### config.mk
export PLATFORM = sky130hd
export DESIGN_NAME = pil_sel_top
export DESIGN_NICKNAME = d
export VERILOG_FILES = /design/src/rtl/pil_sel_pkg.sv /design/src/rtl/pil_pend_merge.sv /design/src/rtl/pil_prio_scan.sv /design/src/rtl/pil_trap_gate.sv /design/src/rtl/pil_sel_top.sv
export SDC_FILE = /design/constraint.sdc
export NUM_CORES = 1
export LEC_CHECK = 0
export BUFFER_PORTS_ARGS = -buffer_cell sky130_fd_sc_hd__clkbuf_2
export CORE_AREA = 2 2 52 54
export CTS_CLUSTER_SIZE = 8
export DETAILED_ROUTE_END_ITERATION = 12
export DIE_AREA = 0 0 54 56
export HOLD_SLACK_MARGIN = 0.08
export PLACE_DENSITY = 0.74
export SKIP_CTS_REPAIR_TIMING = 1
export SLEW_MARGIN = 20
export SYNTH_ARGS = -nofsm -noshare
export SYNTH_HDL_FRONTEND = slang
export SYNTH_SLANG_ARGS = --single-unit
### constraint.sdc
create_clock -name clk_i -period 2.2 [get_ports clk_i]
set_input_delay 0.22 -clock clk_i [delete_from_list [all_inputs] [get_ports clk_i]]
set_output_delay 0.22 -clock clk_i [all_outputs]
set_load 0.05 [all_outputs]
### src/rtl/pil_sel_pkg.sv
package pil_sel_pkg;
  localparam int unsigned NUM_LVL = 16;
  localparam int unsigned LVL_W   = $clog2(NUM_LVL);
  localparam int unsigned TT_W    = 9;
  typedef logic [NUM_LVL-1:0] pend_t;
  typedef logic [LVL_W-1:0]   lvl_t;
  typedef logic [TT_W-1:0]    tt_t;
endpackage

### src/rtl/pil_pend_merge.sv
module pil_pend_merge #(
  parameter int unsigned NUM_LVL   = 16,
  parameter int unsigned TIMER_LVL = 14,
  parameter logic [NUM_LVL-1:0] SOFT_MASK = 16'h0001
) (
  input  logic [NUM_LVL-1:1] ext_irq_i,
  input  logic [NUM_LVL-1:0] soft_int_i,
  input  logic               tick_hit_i,
  input  logic               stick_hit_i,
  output logic [NUM_LVL-1:0] pend_o
);
  always_comb begin
    pend_o = {ext_irq_i, 1'b0} | (soft_int_i & ~SOFT_MASK);
    if (tick_hit_i || stick_hit_i) pend_o[TIMER_LVL] = 1'b1;
  end
endmodule

### src/rtl/pil_prio_scan.sv
module pil_prio_scan #(
  parameter int unsigned NUM_LVL = 16,
  parameter int unsigned LVL_W   = 4
) (
  input  logic               clk_i,
  input  logic               rst_ni,
  input  logic [NUM_LVL-1:0] pend_i,
  input  logic [LVL_W-1:0]   pil_i,
  output logic               win_vld_o,
  output logic [LVL_W-1:0]   win_lvl_o
);
  logic [NUM_LVL-1:0] elig;

  for (genvar g = 0; g < NUM_LVL; g++) begin : g_elig
    assign elig[g] = pend_i[g] && (LVL_W'(g) > pil_i);
  end

  // ascending walk, last hit is highest level
  always_comb begin
    win_vld_o = 1'b0;
    win_lvl_o = '0;
    for (int i = 0; i < NUM_LVL; i++) begin
      if (elig[i]) begin
        win_vld_o = 1'b1;
        win_lvl_o = LVL_W'(i);
      end
    end
  end

  assert_win_above_pil_R4: assert property (@(posedge clk_i) disable iff (!rst_ni)
    win_vld_o |-> (win_lvl_o > pil_i));
  assert_win_pending_R2: assert property (@(posedge clk_i) disable iff (!rst_ni)
    win_vld_o |-> pend_i[win_lvl_o]);
endmodule

### src/rtl/pil_trap_gate.sv
module pil_trap_gate #(
  parameter int unsigned LVL_W = 4,
  parameter int unsigned TT_W  = 9,
  parameter int unsigned TL_W  = 3,
  parameter logic [TT_W-1:0] TT_BASE = 9'h040
) (
  input  logic             clk_i,
  input  logic             rst_ni,
  input  logic             en_i,
  input  logic             win_vld_i,
  input  logic [LVL_W-1:0] win_lvl_i,
  input  logic [TL_W-1:0]  tl_i,
  input  logic [TT_W-1:0]  svc_tt_i,
  output logic             req_o,
  output logic [TT_W-1:0]  tt_o
);
  logic            req_q, req_n;
  logic [TT_W-1:0] tt_q, tt_n, code;
  logic            blocked;

  assign code    = TT_BASE | TT_W'(win_lvl_i);
  assign blocked = (tl_i != '0) && (svc_tt_i > code);

  always_comb begin
    req_n = req_q;
    tt_n  = tt_q;
    if (req_q) begin
      // drop outstanding request before re-evaluating
      req_n = 1'b0;
      tt_n  = '0;
    end
    if (en_i && win_vld_i && !blocked && (tt_n != code)) begin
      req_n = 1'b1;
      tt_n  = code;
    end
  end

  always_ff @(posedge clk_i or negedge rst_ni) begin
    if (!rst_ni) begin
      req_q <= 1'b0;
      tt_q  <= '0;
    end else begin
      req_q <= req_n;
      tt_q  <= tt_n;
    end
  end

  assign req_o = req_q;
  assign tt_o  = tt_q;

  assert_blocked_no_req_R6: assert property (@(posedge clk_i) disable iff (!rst_ni)
    (win_vld_i && blocked) |=> !req_o);
  assert_base_bits_R5: assert property (@(posedge clk_i) disable iff (!rst_ni)
    req_o |-> ((tt_o & ~TT_W'(2**LVL_W - 1)) == (TT_BASE & ~TT_W'(2**LVL_W - 1))));
endmodule

### src/rtl/pil_sel_top.sv
module pil_sel_top #(
  parameter int unsigned TL_W      = 3,
  parameter int unsigned TIMER_LVL = 14,
  parameter logic [pil_sel_pkg::TT_W-1:0] TT_BASE = 9'h040
) (
  input  logic        clk_i,
  input  logic        rst_ni,
  input  logic [15:1] ext_irq_i,
  input  logic [15:0] soft_int_i,
  input  logic        tick_match_i,
  input  logic        stick_match_i,
  input  logic [3:0]  pil_i,
  input  logic        int_en_i,
  input  logic [TL_W-1:0] tl_i,
  input  logic [8:0]  svc_tt_i,
  output logic        irq_req_o,
  output logic [8:0]  irq_tt_o
);
  import pil_sel_pkg::*;

  pend_t pend;
  logic  win_vld;
  lvl_t  win_lvl;

  pil_pend_merge #(
    .NUM_LVL(NUM_LVL), .TIMER_LVL(TIMER_LVL), .SOFT_MASK(NUM_LVL'(1))
  ) merge_i (
    .ext_irq_i(ext_irq_i), .soft_int_i(soft_int_i),
    .tick_hit_i(tick_match_i), .stick_hit_i(stick_match_i), .pend_o(pend)
  );

  pil_prio_scan #(.NUM_LVL(NUM_LVL), .LVL_W(LVL_W)) scan_i (
    .clk_i(clk_i), .rst_ni(rst_ni), .pend_i(pend), .pil_i(pil_i),
    .win_vld_o(win_vld), .win_lvl_o(win_lvl)
  );

  pil_trap_gate #(.LVL_W(LVL_W), .TT_W(TT_W), .TL_W(TL_W), .TT_BASE(TT_BASE)) gate_i (
    .clk_i(clk_i), .rst_ni(rst_ni), .en_i(int_en_i),
    .win_vld_i(win_vld), .win_lvl_i(win_lvl), .tl_i(tl_i), .svc_tt_i(svc_tt_i),
    .req_o(irq_req_o), .tt_o(irq_tt_o)
  );

  assert_disabled_quiet_R7: assert property (@(posedge clk_i) disable iff (!rst_ni)
    !int_en_i |=> !irq_req_o);
  assert_idle_zero_code_R9: assert property (@(posedge clk_i) disable iff (!rst_ni)
    !irq_req_o |-> (irq_tt_o == '0));
  assert_req_above_pil_R4: assert property (@(posedge clk_i) disable iff (!rst_ni)
    (irq_req_o && $past(rst_ni)) |-> (irq_tt_o[3:0] > $past(pil_i)));
  assert_req_not_blocked_R6: assert property (@(posedge clk_i) disable iff (!rst_ni)
    (irq_req_o && $past(rst_ni)) |-> !(($past(tl_i) != '0) && ($past(svc_tt_i) > irq_tt_o)));
  assert_timer_level_R3: assert property (@(posedge clk_i) disable iff (!rst_ni)
    ((tick_match_i || stick_match_i) && int_en_i && pil_i < 4'd14 && tl_i == '0) |=> irq_req_o);
endmodule

==> results of run 1 <==
## path summary, 6_finish.rpt
path / startpoint / endpoint / depth (start not counted)
max: pil_i[2] / gate_i.tt_o[0]$_DFF_PN0_ / 17
min: int_en_i / gate_i.req_o$_DFF_PN0_ / 3
max reg2reg: gate_i.tt_o[4]$_DFF_PN0_ / gate_i.tt_o[6]$_DFF_PN0_ / 7
min reg2reg: gate_i.tt_o[8]$_DFF_PN0_ / gate_i.tt_o[8]$_DFF_PN0_ / 1
max in group asynchronous: rst_ni / gate_i.tt_o[0]$_DFF_PN0_ / 2
min in group asynchronous: rst_ni / gate_i.tt_o[4]$_DFF_PN0_ / 2
## power by group
part	switching [uW]	internal, uW	leakage (uW)	total [uW]
combinational	243	181	0.000719	424
sequential	25.4	207	0.000127	233
clock	59.9	100	0.0000210	160
total	328	489	0.000867	817
## Yosys cell counts, types with 4 or more instances
library cell,number
nand2_1,9
a21oi_1,5
nor3_1,4
buf_2,4
dfrtp_1,10
nor4_1,4
o21ai_0,5
ha_1,4
nor3b_1,4
nor2_1,22
mux2i_1,4
## cell usage in the layout (no fill, tap or decap), types with 2 or more instances in the layout
cell type,instances
a21oi_1,3
buf_6,4
nor2b_1,2
mux2i_1,4
o21ai_0,2
nor2_1,18
nor3b_1,4
o211ai_1,3
nor3_1,3
ha_1,4
nor4_1,4
inv_1,3
o21bai_1,2
o21a_1,2
clkbuf_2,56
a211oi_1,2
nor2_2,3
o21ai_1,3
nand4_1,3
dfrtp_1,10
buf_4,31
a211oi_2,2
a21oi_2,2
nand2_1,9
clkbuf_4,3
## through the flow
step                      instance area [sq um]  cells  TNS [ns]  power, uW
after CTS                                  1590    241     -7.38        780
after global placement                     1550    237     -8.19        605
after detailed placement                   1550    237     -9.91        615
after floorplan                            1060    127     -5.87        469
after global routing                       1760    249     -6.52        864
final                                      1760    249     -5.33        817
## cell families (layout without fill, tap and decap cells)
family	Yosys count	after routing	synth area share
and+or+nand+nor	61	61	0.317
AOI/OAI and AO/OA	39	39	0.300
DFF	10	10	0.245
buffers and inverters	8	100	0.0380
muxes	5	5	0.0502
adders and majority gates	4	4	0.0490
## critical path: cells and delay by family
kind	cells	cell delay (ns)
AOI/OAI and AO/OA	7	1.05
adders and majority gates	1	0.21
buffers and inverters	3	0.47
muxes	1	0.29
and+or+nand+nor	5	0.72
## layout make-up
| class | instances | area (sq um) | area share |
|---|---|---|---|
| repair buffers | 93 | 583 | 0.331 |
| flip-flops and latches | 10 | 250 | 0.142 |
| multi-input cells | 109 | 843 | 0.479 |
| inverters | 3 | 11.3 | 0.00639 |
| well taps | 30 | 37.5 | 0.0213 |
| clock buffers | 4 | 36.3 | 0.0206 |
## metal layers
layer / routed length, um / vias up / track usage
met1: 1320 / 635 / 0.275
met5: 0 / - / 0
li1: - / 674 / -
met4: 85 / 0 / 0.0500
met3: 200 / 8 / 0.0134
met2: 1870 / 50 / 0.394
## sequential cells by signal, indices dropped and copies added, names as in the netlist
name and flops:
gate_i.tt_o 9, gate_i.req_o 1
==> metrics.cfg, run 1 <==
[outcome]
outcome = finished, violations left
violations = negative setup slack

[drt]
viasPerCell = 5.49
drt-total-wl_um = 3480
drt_pass1_iterations = 4
wl_per_cell_um = 14.0
drc_errors = 0
ant_nets = 0
drt_iter0_drc = 38
via_count = 1367

[critical_path]
crit_path_end_kind = register
slowest_stage = a211o_1
required_ns = 2.34
cp-start-kind = input pin
worstPathArrival_ns = 2.97
crit_chain = buf_6, or2_4, nor2_2, a211oi_1, o311ai_1, buf_4, nand2_1, nor2_1, o21ai_1, ha_1, nand2b_1, a21oi_2, o21ai_1, a211o_1, o311ai_4, buf_4, mux2_4
cp_slowest_stage_delay_ns = 0.30
crit_path_max_fanout = 12
worstSetupPathType = in2reg
reg2reg_slack_ns = 0.24

[sta]
whs_ns = 0.292
setup_viol = 10
finalMaxSlewViolations = 0
worst_pin_slew_ns = 0.461
finClkSkew_ns = 0.00607
slew-limit-headroom = 0.693
clock.fmax_mhz = 353
timing.final.crit_period_ns = 2.83
hold_viol = 0
min_period_over_period = 1.29
rsz0062_at_grt = yes
setup_ws_ns = -0.633

[pwr]
p_per_area_nw_per_um2 = 464
vdd_ir_drop_max_mv = 0.476
p_leak_uw = 0.000867

[floorplanning]
dieWidth_um = 54
core_area_sq_um = 2430
ios = 62
start_util = 0.420
die_h_um = 56
num_rows = 18
die_area_sq_um = 3020

[logic_synthesis]
synth-main-ff-cell = dfrtp_1
synth_cells = 127
syn-mean-instance-area_sq_um = 8.04
synth.area.top_cells = dfrtp_1, nor2_1, ha_1
synth_top_cell_by_area = dfrtp_1
synth_seq_cells = 10
yosysTopAreaCellShare = 0.245
synthArstFlopShare = 1.00
yosysSeqAreaShare = 0.245
netlist_area_sq_um = 1020
ys_warn_count = 0
synth_cell_types = 49
synth_edf_count = 0
syn-num-nets = 183

[cts]
root_buffer = clkbuf_4
cts_buffer_depth = 2
cts_buffers = 3
cts_sinks = 10
cts_tree = yes
clkSlewWorstSetupHoldPaths_ns = 0.07
clkLatencyLatePin_ns = 0.26
ctsHtreeMaxLevel = 1

[global_route]
globalRoute.totalOverflow = 0
grt_pass1_vias = 1264
grt_use_total = 0.219
antenna_found_initial = 0
grt_max_degree = 13
grt_pass1_wl_um = 5200

[layout]
layout.nets = 276
antenna_cells = 0
fin_util = 0.724
fillers = 183
syn_to_final_growth_pct = 72.5
drive_above_1_share = 0.548

[job]
max-cap-violations = 0

[place]
io_buffers = 60
hpwl_um = 2700
dp_slack_ns = -1.09
gp_congestion = 0.859

[min_path]
hp-class = in2reg

Note: power is estimated with default switching activity, not from simulation.
==> run 2, diff against run 1 <==
- CORE_AREA: 2 2 52 54 -> 2 2 54 56
- DIE_AREA: 0 0 54 56 -> 0 0 56 58
- SYNTH_HIERARCHICAL: not set -> 1
==> run 2 against run 1 <==
The run still ends with negative setup slack left. Design area grew 4.8%. Register-to-register slack gained 0.17 ns. First-iteration DRC count down 61%. Core utilization decreased by 3.1 points. Sequential cell count unchanged. Routed wire length is 5.2% lower. Fmax grew 10%. Non-clock buffer count is 4 lower. Via count increased by 0.29%. Power increased by 2.0%. Die area up 7.4%. Combinational power hardly changed. Critical endpoint is now gate_i/tt_o[0]$_DFF_PN0_. Largest cell class unchanged. Largest power group unchanged.
==> metrics.cfg, run 2 <==
[outcome]
outcome = finished, violations left
violations = negative setup slack

[pwr]
p_sw_frac = 0.403
vdd_ir_drop_max_mv = 0.463
power.switching_uw = 336
p_leak_uw = 0.000984
seqPwrFrac = 0.288
p_clk_frac = 0.201
p_per_area_nw_per_um2 = 451
intPower_uw = 498
combPwrFrac = 0.511

[cts]
cts_buffers = 3
cts_sinks = 10
ctsHtreeMaxLevel = 1
cts_buffer_depth = 2
root_buffer = clkbuf_4
cts_tree = yes
clkSlewWorstSetupHoldPaths_ns = 0.06
clkLatencyLatePin_ns = 0.27

[critical_path]
reg2reg_to = gate_i/tt_o[0]$_DFF_PN0_
crit_path_frequent_cell = nor3_1
cp.depth = 14
endpoint = gate_i/tt_o[0]$_DFF_PN0_
crit_path_end_kind = register
crit_chain = clkbuf_2, or2_4, nor3b_2, nor3_1, o22ai_1, nor3_1, or3_4, ha_4, nand4_1, mux2i_1, a21oi_2, nor4_4, o2111ai_4, mux2_4
worstSetupStartpoint = soft_int_i[7]
worstSetupPathType = in2reg
timing.critical_path.buf_inv = 1
crit_path_max_fanout = 8
worstPathArrival_ns = 2.74
required_ns = 2.36
cp_slowest_stage_delay_ns = 0.36
slowest_stage = or3_4
r2r-start = gate_i/req_o$_DFF_PN0_
cp_top_family = simple AND/OR/NAND/NOR gates
reg2reg_slack_ns = 0.41
cp-start-kind = input pin
rr_worst_depth = 5

[place]
placedCellCount = 250
gp_congestion = 0.807
hpwl_um = 2790
placed_area_sq_um = 1740
io_buffers = 60

[sta]
slew-limit-headroom = 0.717
min_period_over_period = 1.17
finClkSkew_ns = 0.00229
setup_ws_ns = -0.376
finalMaxSlewViolations = 0
hold_viol = 0
timing.final.crit_period_ns = 2.58
clock.fmax_mhz = 388
rsz0062_at_grt = yes
worst_pin_slew_ns = 0.423
setup_viol = 10

[min_path]
hp-class = in2reg

[global_route]
grt_pass1_wl_um = 5200
antenna_found_initial = 0
gr-usage-met3 = 0.0246
grt_max_degree = 14
met1_usage = 0.194
grt_pass1_vias = 1350
grt_use_met2 = 0.408
top_usage_layer = met2
globalRoute.totalOverflow = 0
grt_use_total = 0.197

[logic_synthesis]
syn-num-nets = 192
synth_cells = 136
ys_warn_count = 6
netlist_area_sq_um = 1140
syn-mean-instance-area_sq_um = 8.40

[floorplanning]
core_area_sq_um = 2660
die_area_sq_um = 3250
num_rows = 19
dieWidth_um = 56
ios = 62
start_util = 0.429
die_h_um = 58

[drt]
wl_per_cell_um = 12.9
drc_errors = 0
viasPerCell = 5.36
via_count = 1371
drt_iter0_drc = 15
drt-total-wl_um = 3300
ant_nets = 0
drt_pass1_iterations = 4

[layout]
largest_register_ffs = 9
syn_to_final_growth_pct = 61.7
layout.nets = 282
layout_commonest_cell = clkbuf_2
antenna_cells = 0
instances_no_fill = 256
design_area_sq_um = 1850
drive_above_1_share = 0.600
layout_common_cells = clkbuf_2, buf_4, inv_1, nor2_1, dfrtp_1

[job]
max-cap-violations = 0

run 2: how the worst min path moves through the flow:
stage / startpoint / slack (ns) / end / cells after the start
2_1_floorplan: rst_ni / -0.08 / gate_i/req_o$_DFF_PN0_ / 0
3_3_place_gp: rst_ni / 0.09 / gate_i/tt_o[5]$_DFF_PN0_ / 1
3_5_place_dp: rst_ni / 0.09 / gate_i/tt_o[5]$_DFF_PN0_ / 1
4_1_cts: rst_ni / -0.21 / gate_i/tt_o[4]$_DFF_PN0_ / 1
5_1_grt: int_en_i / 0.28 / gate_i/req_o$_DFF_PN0_ / 3
6_report: int_en_i / 0.27 / gate_i/req_o$_DFF_PN0_ / 3
run 2: layout make-up:
class / count / area, sq um
Timing Repair Buffer: 89 / 524
Inverter: 12 / 45.0
Multi-Input combinational cell: 110 / 952
Clock buffer: 4 / 36.3
Sequential cell: 10 / 250
Tap cell: 31 / 38.8
Fill cell: 229 / 816
run 2: worst register-to-register path: stages, from the launching register on:
cell and delay, ns:
dfrtp_1 0.49, nand2b_1 0.22, o31ai_1 0.28, nand4_2 0.17, o2111ai_4 0.19, mux2_4 0.33
run 2: metal layers:
| metal | routed length (um) | part of all wire |
|---|---|---|
| met1 | 1210 | 0.37 |
| met2 | 1910 | 0.58 |
| met3 | 130 | 0.039 |
| met4 | 48 | 0.015 |
| met5 | 0 | 0 |
run 2: power groups by stage:
stage | sequential [uW] | clock (uW) | combinational [uW]
2_1_floorplan | 328 | 0 | 180
3_3_place_gp | 241 | 0 | 398
3_5_place_dp | 244 | 0 | 409
4_1_cts | 240 | 175 | 411
5_1_grt | 245 | 178 | 455
6_report | 240 | 168 | 426
run 2: metrics by stage:
stage | utilization | hold slack, ns | setup WS (ns) | total power [uW] | TNS [ns]
2_1_floorplan | - | -0.0756 | -0.435 | 508 | -2.92
3_3_place_gp | 0.652 | 0.0865 | -0.599 | 638 | -5.02
3_5_place_dp | 0.652 | 0.0936 | -0.657 | 653 | -5.65
4_1_cts | 0.666 | -0.211 | -0.362 | 826 | -2.73
5_1_grt | 0.694 | 0.276 | -0.468 | 878 | -3.80
6_report | 0.694 | 0.272 | -0.376 | 833 | -2.83
